`src/rtl/cnt_pkg.sv`:
```
package cnt_pkg;

    localparam int DIG_W = 4;
    localparam logic [DIG_W-1:0] BIN_TOP = 4'd15;
    localparam logic [DIG_W-1:0] DEC_TOP = 4'd9;

    typedef struct packed {
        logic [DIG_W-1:0] cnt;
    } stage_t;

endpackage

```
`src/rtl/cnt_limit.sv`:
```
module cnt_limit
    import cnt_pkg::*;
(
    input  logic [DIG_W-1:0] cnt,
    input  logic             mode_dec,
    input  logic             dir_up,
    output logic [DIG_W-1:0] top,
    output logic             at_term,
    output logic             at_or_over,
    output logic             dec_bad
);

    always_comb begin
        top        = mode_dec ? DEC_TOP : BIN_TOP;
        at_term    = dir_up ? (cnt == top) : (cnt == '0);
        at_or_over = (cnt >= top);
        dec_bad    = mode_dec && (cnt > DEC_TOP);
    end

endmodule

```
`src/rtl/cnt_stage.sv`:
```
module cnt_stage
    import cnt_pkg::*;
(
    input  logic             clk,
    input  logic             clear_n,
    input  logic             load_n,
    input  logic             en_all,
    input  logic             en_in,
    input  logic             dir_up,
    input  logic             mode_dec,
    input  logic [DIG_W-1:0] load_val,
    output logic [DIG_W-1:0] cnt,
    output logic             carry
);

    stage_t st_d, st_q;
    logic [DIG_W-1:0] top;
    logic at_term, at_or_over, dec_bad, step;

    cnt_limit u_limit (
        .cnt        (st_q.cnt),
        .mode_dec   (mode_dec),
        .dir_up     (dir_up),
        .top        (top),
        .at_term    (at_term),
        .at_or_over (at_or_over),
        .dec_bad    (dec_bad)
    );

    assign step = en_all && en_in;

    always_comb begin
        st_d = st_q;
        if (!clear_n) begin
            st_d.cnt = '0;
        end else if (!load_n) begin
            st_d.cnt = load_val;
        end else if (step) begin
            if (dir_up) begin
                st_d.cnt = at_or_over ? '0 : st_q.cnt + 1'b1;
            end else if (dec_bad) begin
                st_d.cnt = '0;
            end else if (st_q.cnt == '0) begin
                st_d.cnt = top;
            end else begin
                st_d.cnt = st_q.cnt - 1'b1;
            end
        end
    end

    always_ff @(posedge clk) begin
        st_q <= st_d;
    end

    assign cnt   = st_q.cnt;
    assign carry = en_in && at_term;

    // clear forces zero at the next edge
    a_r1_clear_zero: assert property (@(posedge clk)
        !clear_n |=> (cnt == '0));

    // load copies the word regardless of enables
    a_r2_load_copies: assert property (@(posedge clk) disable iff (!clear_n)
        !load_n |=> (cnt == $past(load_val)));

    // no enable, no change
    a_r3_hold: assert property (@(posedge clk) disable iff (!clear_n)
        (load_n && !(en_all && en_in)) |=> $stable(cnt));

    // upward wrap at the top value
    a_r5_up_wrap: assert property (@(posedge clk) disable iff (!clear_n)
        (load_n && step && dir_up && (cnt == (mode_dec ? DEC_TOP : BIN_TOP))) |=> (cnt == '0));

    // downward wrap from zero
    a_r6_down_wrap: assert property (@(posedge clk) disable iff (!clear_n)
        (load_n && step && !dir_up && (cnt == '0)) |=>
        (cnt == ($past(mode_dec) ? DEC_TOP : BIN_TOP)));

endmodule

```
`src/rtl/cnt_chain.sv`:
```
module cnt_chain
    import cnt_pkg::*;
#(
    parameter int NSTAGES = 2,
    localparam int W = NSTAGES * DIG_W
) (
    input  logic         clk,
    input  logic         clear_n,
    input  logic         load_n,
    input  logic         en_all,
    input  logic         en_chain,
    input  logic         dir_up,
    input  logic         mode_dec,
    input  logic [W-1:0] load_val,
    output logic [W-1:0] count,
    output logic         carry_out
);

    logic [NSTAGES:0] link;

    assign link[0] = en_chain;

    for (genvar i = 0; i < NSTAGES; i++) begin : g_stage
        cnt_stage u_stage (
            .clk      (clk),
            .clear_n  (clear_n),
            .load_n   (load_n),
            .en_all   (en_all),
            .en_in    (link[i]),
            .dir_up   (dir_up),
            .mode_dec (mode_dec),
            .load_val (load_val[i*DIG_W +: DIG_W]),
            .cnt      (count[i*DIG_W +: DIG_W]),
            .carry    (link[i+1])
        );
    end

    assign carry_out = link[NSTAGES];

    logic all_term;
    always_comb begin
        all_term = 1'b1;
        for (int i = 0; i < NSTAGES; i++) begin
            if (dir_up)
                all_term = all_term && (count[i*DIG_W +: DIG_W] == (mode_dec ? DEC_TOP : BIN_TOP));
            else
                all_term = all_term && (count[i*DIG_W +: DIG_W] == '0);
        end
    end

    // chain carry only at the whole-count extreme with the chain enabled
    a_r9_carry_extreme: assert property (@(posedge clk) disable iff (!clear_n)
        carry_out |-> (all_term && en_chain));

endmodule

```
`config.mk`:
```
export PLATFORM = sky130hd
export DESIGN_NAME = cnt_chain
export DESIGN_NICKNAME = d
export VERILOG_FILES = /design/src/rtl/cnt_pkg.sv /design/src/rtl/cnt_limit.sv /design/src/rtl/cnt_stage.sv /design/src/rtl/cnt_chain.sv
export SDC_FILE = /design/constraint.sdc
export NUM_CORES = 1
export LEC_CHECK = 0
export ABC_AREA = 1
export ABC_CLOCK_PERIOD_IN_PS = 2100
export BUFFER_PORTS_ARGS = -buffer_cell sky130_fd_sc_hd__buf_2
export CAP_MARGIN = 20
export CORE_AREA = 8 8 60 62
export CTS_BUF_LIST = sky130_fd_sc_hd__clkbuf_16
export DETAILED_ROUTE_END_ITERATION = 10
export DIE_AREA = 0 0 68 70
export PLACE_DENSITY = 0.66
export SLEW_MARGIN = 20
export SYNTH_ARGS = -nofsm -noshare
export SYNTH_HDL_FRONTEND = slang
export SYNTH_HIERARCHICAL = 1
export SYNTH_SLANG_ARGS = --single-unit
```
`constraint.sdc`:
```
create_clock -name clk -period 2.1 [get_ports clk]
set_input_delay 0.21 -clock clk [delete_from_list [all_inputs] [get_ports clk]]
set_output_delay 0.21 -clock clk [all_outputs]
set_load 0.01 [all_outputs]
```
==> results of run 1 <==
layout by cell type, fill, tap and decap left out:
cell type,Yosys,layout
nand2_2,2,2
buf_2,2,23
conb_1,2,4
nor2_1,22,22
clkbuf_16,0,3
nand3_1,20,20
inv_1,28,28
nand4_1,2,2
nor3_2,2,2
nor2_8,2,2
o21ai_0,2,2
o21ai_1,4,4
nand3_2,2,2
a21oi_1,4,4
nand2_1,72,72
or2_0,2,2
dfxtp_1,8,8
buf_4,6,5
inv_2,6,6
nor2_2,6,6
ha_1,8,8
a21oi_2,4,4
power breakdown:
| part | switching (uW) | internal (uW) |
|---|---|---|
| Sequential | 19.1 | 165 |
| Clock | 69.9 | 245 |
| Combinational | 168 | 108 |
| Total | 257 | 519 |
worst max-delay path, cell delays in order, from the launching register on:
cell and delay (ns):
dfxtp_1 0.58, nand2_1 0.13, nor2_2 0.14, nand2_1 0.05, nand2_1 0.05, nand2_1 0.04, inv_1 0.06, nand2_1 0.06
inv_1 0.04, buf_2 0.12
layout make-up:
| type | instances | area [sq um] | area share, % |
|---|---|---|---|
| Clock buffer | 3 | 75.1 | 5.51 |
| Inverter | 34 | 128 | 9.37 |
| Multi-Input combinational cell | 158 | 808 | 59.3 |
| Sequential cell | 8 | 160 | 11.8 |
| Tap cell | 31 | 38.8 | 2.85 |
| Timing Repair Buffer | 28 | 153 | 11.2 |
kinds of logic after synthesis:
kind of cell,after synthesis
buffers and inverters,44
AND/OR/NAND/NOR,132
flip-flops,8
other,2
AO/OA/AOI/OAI,14
adder cells (fa/ha/maj),8
worst max path at each step:
stage	startpoint	to	slack [ns]	cells past startpoint
detailed placement	mode_dec	g_stage[1].u_stage/cnt[2]	0.44	14
finish	g_stage[0].u_stage/cnt[3]	carry_out	0.39	9
CTS	g_stage[0].u_stage/cnt[3]	carry_out	0.37	9
global route	g_stage[0].u_stage/cnt[3]	g_stage[1].u_stage/cnt[2]	0.21	12
floorplan	g_stage[0].u_stage/cnt[1]	g_stage[1].u_stage/cnt[3]	0.53	13
global placement	mode_dec	g_stage[1].u_stage/cnt[3]	0.52	13
through the flow:
stage | worst slack, ns | hold slack [ns]
3_3_place_gp | 0.515 | 0.522
6_report | 0.391 | 0.284
2_1_floorplan | 0.528 | 0.390
4_1_cts | 0.371 | 0.286
3_5_place_dp | 0.442 | 0.518
5_1_grt | 0.215 | 0.308
layer usage:
metal	up-vias	GRT usage, %
li1	675	-
met1	519	13.1
met2	31	21.3
met3	4	3.51
met4	0	3.87
met5	-	0
==> results.py, run 1 <==
metrics = {
    "clock_network": {
        "cts_resized": 0,
        "clk_pin_slew_ns": 0.03,
        "clk_path_buf_depth": 2,
        "cts-buffers-inserted": 3,
        "cts-root-buf": "clkbuf_16",
        "post_cts_buffers": 0,
        "cts_tree": "yes",
        "insertion_delay_ns": 0.23,
        "h-tree-depth": 1,
        "cts_hold_buf": 0,
        "cts.sinks": 8,
    },
    "critical_path": {
        "cp-start-kind": "flip-flop",
        "crit_type": "flip-flop to output port",
        "reg2reg_from": "g_stage[0].u_stage/cnt[3]",
        "cp_max_fo": 11,
        "required_ns": 1.89,
        "timing.reg2reg.setup_slack_ns": 0.46,
        "rr_endpoint": "g_stage[1].u_stage/cnt[2]",
        "crit_path_end_kind": "output port",
        "reg2reg_depth": 12,
        "worstPathArrival_ns": 1.50,
    },
    "detailed_routing": {
        "wl_met3_um": 164,
        "drc": 0,
        "wl_met1_mm": 1.13,
        "drt_iter0_markers": 65,
        "viasPerCell": 4.69,
        "wl_per_cell_um": 10.6,
        "ant_nets": 0,
        "first_pass_iters": 4,
        "wl_met2_mm": 1.46,
        "top_layer": "met4",
        "wl_mm": 2.79,
        "num_vias": 1229,
    },
    "logic_synthesis": {
        "muxShareOfSynthArea_pct": 0,
        "yosysUniqueCellTypes": 22,
        "synth_cells": 208,
        "synthArstFlopShare_pct": 0,
        "synth_area_sq_mm": 0.00117,
        "synth_top_family_by_area": "simple AND/OR/NAND/NOR gates",
        "synthSimpleGateAreaFrac_pct": 52.1,
        "synth-seq-cells": 8,
        "ys_top_cells_by_count": "nand2_1, inv_1, nor2_1",
        "synth_area_leader_cell": "nand2_1",
        "yosysWarnings": 6,
        "yosysSeqAreaShare_pct": 13.7,
        "yosysMostFrequentCell": "nand2_1",
        "ys.flop_type": "dfxtp_1",
        "synth-compound-area-share_pct": 7.30,
        "synth_fa_ha_area_share_pct": 8.58,
        "synth_edf_count": 0,
        "synthTopCellsByArea": "nand2_1, dfxtp_1, inv_1, ha_1, nand3_1",
        "synth-xor-area-share_pct": 0,
        "synth_top_area_share_pct": 23.2,
        "syn_avg_cell_area_sq_um": 5.61,
    },
    "grt": {
        "overflow": 0,
        "grt_pass1_wl_mm": 4.59,
        "grt_pass1_vias": 1085,
        "grt_max_degree": 17,
        "track_usage_pct": 12.1,
        "antenna_found_initial": 0,
    },
    "timing": {
        "post-route-period-util_pct": 81.4,
        "clock.fmax_ghz": 0.585,
        "setup_tns_ns": 0,
        "drv_slew": 0,
        "finalSetupViolCount": 0,
        "min_period_ns": 1.71,
        "skew_ns": 0.00296,
        "grt_setup_unrepaired": "no",
        "hold_viol": 0,
    },
    "floorplanning": {
        "ios": 24,
        "rows": 19,
        "core-area_sq_mm": 0.00266,
        "chipWidth_um": 68,
        "initial_utilization_pct": 43.8,
        "die-area_sq_mm": 0.00476,
        "die_y_um": 70,
    },
    "min_path": {
        "worstHoldStart": "clear_n",
        "hold_depth": 3,
        "hold_path.class": "input pin to flip-flop",
        "whs_endpoint": "g_stage[0].u_stage/cnt[0]",
    },
    "finish": {
        "syn_to_final_growth_pct": 16.8,
        "largest_reg_flops": 8,
        "nets": 256,
        "utilization_pct": 51.2,
        "fin_cells": 262,
        "fillers": 286,
        "drive_above_1_share_pct": 23.8,
        "antenna_cells": 0,
        "final_area_sq_mm": 0.00136,
    },
    "job": {
        "drv_cap": 0,
    },
    "status": {
        "run_status": "finished, final reports clean",
    },
    "power": {
        "ir_drop_mv": 0.725,
        "power_density_mw_per_mm2": 569,
        "power_uw": 776,
        "p_leak_uw": 0.000773,
    },
    "placed_design": {
        "io_buffers": 23,
        "dp.cells": 259,
        "gp_congestion": 0.863,
        "dp_hpwl_mm": 2.25,
        "place_area_sq_mm": 0.00129,
    },
}
Note: power is estimated with default switching activity, not from simulation.
==> run 2, diff against run 1 <==
Settings changed: ABC_CLOCK_PERIOD_IN_PS 2100 to 1600.
Clock period 2.1 ns to 1.6 ns, I/O delays scaled along.
==> results.py, run 2 (synthesized netlist as in run 1, its figures left out) <==
metrics = {
    "clock_network": {
        "cts-root-buf": "clkbuf_16",
        "cts_tree": "yes",
        "h-tree-depth": 1,
        "insertion_delay_ns": 0.23,
        "clk_path_buf_depth": 2,
        "cts-buffers-inserted": 3,
        "cts.sinks": 8,
        "clk_pin_slew_ns": 0.03,
    },
    "placed_design": {
        "io_buffers": 23,
        "gp_congestion": 0.792,
        "place_ws_ns": -0.0340,
        "place_area_sq_mm": 0.00133,
        "dp_hpwl_mm": 2.34,
        "dp.cells": 265,
    },
    "finish": {
        "nets": 262,
        "fillers": 289,
        "final_common_cell": "nand2_1",
        "fin_cells": 268,
        "antenna_cells": 0,
        "drive_above_1_share_pct": 32.5,
        "largest_reg_flops": 8,
        "layout_common_cells": "nand2_1, inv_1, buf_2",
        "syn_to_final_growth_pct": 26.7,
        "final_area_sq_mm": 0.00148,
    },
    "detailed_routing": {
        "drc": 0,
        "wl_per_cell_um": 11.0,
        "wl_mm": 2.95,
        "drt_iter0_markers": 60,
        "viasPerCell": 4.63,
        "first_pass_iters": 4,
        "ant_nets": 0,
        "num_vias": 1242,
    },
    "grt": {
        "grt_util_met1_pct": 14.9,
        "grt_pass1_wl_mm": 5.09,
        "grt_max_degree": 17,
        "grt_pass1_vias": 1168,
        "use_met2_pct": 23.5,
        "antenna_found_initial": 0,
        "busiest_layer": "met2",
        "track_usage_pct": 13.0,
        "grt_use_met3_pct": 2.07,
        "overflow": 0,
    },
    "critical_path": {
        "timing.reg2reg.setup_slack_ns": 0.03,
        "reg2reg_depth": 13,
        "crit_type": "flip-flop to output port",
        "worstPathArrival_ns": 1.49,
        "crit_path_end_kind": "output port",
        "cp_max_fo": 2,
        "cp-start-kind": "flip-flop",
        "reg2reg_from": "g_stage[0].u_stage/cnt[2]",
        "required_ns": 1.44,
        "rr_endpoint": "g_stage[1].u_stage/cnt[2]",
    },
    "floorplanning": {
        "die_y_um": 70,
        "rows": 19,
        "core-area_sq_mm": 0.00266,
        "chipWidth_um": 68,
        "initial_utilization_pct": 43.8,
        "ios": 24,
        "die-area_sq_mm": 0.00476,
    },
    "timing": {
        "drv_slew": 0,
        "finalSetupViolCount": 1,
        "clock.fmax_ghz": 0.606,
        "min_period_ns": 1.65,
        "post-route-period-util_pct": 103,
        "skew_ns": 0.00208,
        "setup_slack_ns": -0.0492,
        "hold_viol": 0,
        "grt_setup_unrepaired": "yes",
    },
    "power": {
        "power_density_mw_per_mm2": 713,
        "power_frac_clock_pct": 38.6,
        "p_switching_uw": 349,
        "switching_share_pct": 33.1,
        "comb_power_share_pct": 38.8,
        "p_leak_uw": 0.000802,
        "ir_drop_mv": 0.436,
        "power_uw": 1050,
        "sequentialPowerShare_pct": 22.5,
        "power.internal_uw": 705,
    },
    "min_path": {
        "worstHoldStart": "clear_n",
        "hold_depth": 3,
        "whs_endpoint": "g_stage[0].u_stage/cnt[3]",
        "hold_path.class": "input pin to flip-flop",
    },
    "status": {
        "violations": "negative setup slack",
        "run_status": "finished with violations",
    },
    "job": {
        "drv_cap": 0,
    },
}
## run 2: final cells by class
cell class | instances | area (sq um) | area share (%)
Multi-Input combinational cell | 158 | 857 | 58.0
Timing Repair Buffer | 34 | 211 | 14.3
Sequential cell | 8 | 165 | 11.2
Inverter | 34 | 130 | 8.81
Clock buffer | 3 | 75.1 | 5.08
Tap cell | 31 | 38.8 | 2.62
## run 2: critical path, cell delays in order (launching register included)
cell and delay (ns):
dfxtp_4 0.35, ha_4 0.27, nand2_2 0.04, nor2_2 0.13, nand2_1 0.06, nand2_1 0.06
nand2_1 0.05, inv_2 0.06, buf_6 0.08, nand2_2 0.04, inv_2 0.04, buf_6 0.09
## run 2: stage by stage
stage | TNS (ns) | util [%] | hold slack, ns
after floorplan | 0 | - | 0.340
after global placement | -0.0104 | 50.0 | 0.471
after detailed placement | -0.0340 | 50.0 | 0.473
after CTS | -0.0647 | 54.1 | 0.232
after global routing | -0.507 | 55.5 | 0.257
final | -0.0492 | 55.5 | 0.242
## run 2: worst max path at each step
stage | start | to | slack (ns)
floorplan | g_stage[0].u_stage/cnt[1] | g_stage[1].u_stage/cnt[3] | 0.03
global placement | mode_dec | g_stage[1].u_stage/cnt[2] | -0.01
detailed placement | mode_dec | g_stage[1].u_stage/cnt[2] | -0.03
CTS | g_stage[0].u_stage/cnt[1] | carry_out | -0.06
global route | g_stage[0].u_stage/cnt[2] | carry_out | -0.17
finish | g_stage[0].u_stage/cnt[2] | carry_out | -0.05
## run 2: power groups by stage
stage / sequential [uW] / combinational [uW] / clock (uW)
2_1_floorplan: 257 / 263 / 0
3_3_place_gp: 237 / 387 / 0
3_5_place_dp: 237 / 388 / 0
4_1_cts: 238 / 399 / 416
5_1_grt: 239 / 463 / 437
6_report: 238 / 409 / 407
## run 2: what timing repair did
action / CTS / global route
buffers inserted: 0 / 0
resized for setup: 8 / 13
hold buffers: 0 / 0
pin swaps: 5 / 6
endpoints found under the setup margin: 3 / 7
## run 2: metal layers
| layer | part of all wire, % | routed length (um) |
|---|---|---|
| met5 | 0 | 0 |
| met4 | 0.71 | 21 |
| met3 | 3.6 | 106 |
| met2 | 53 | 1560 |
| met1 | 43 | 1260 |
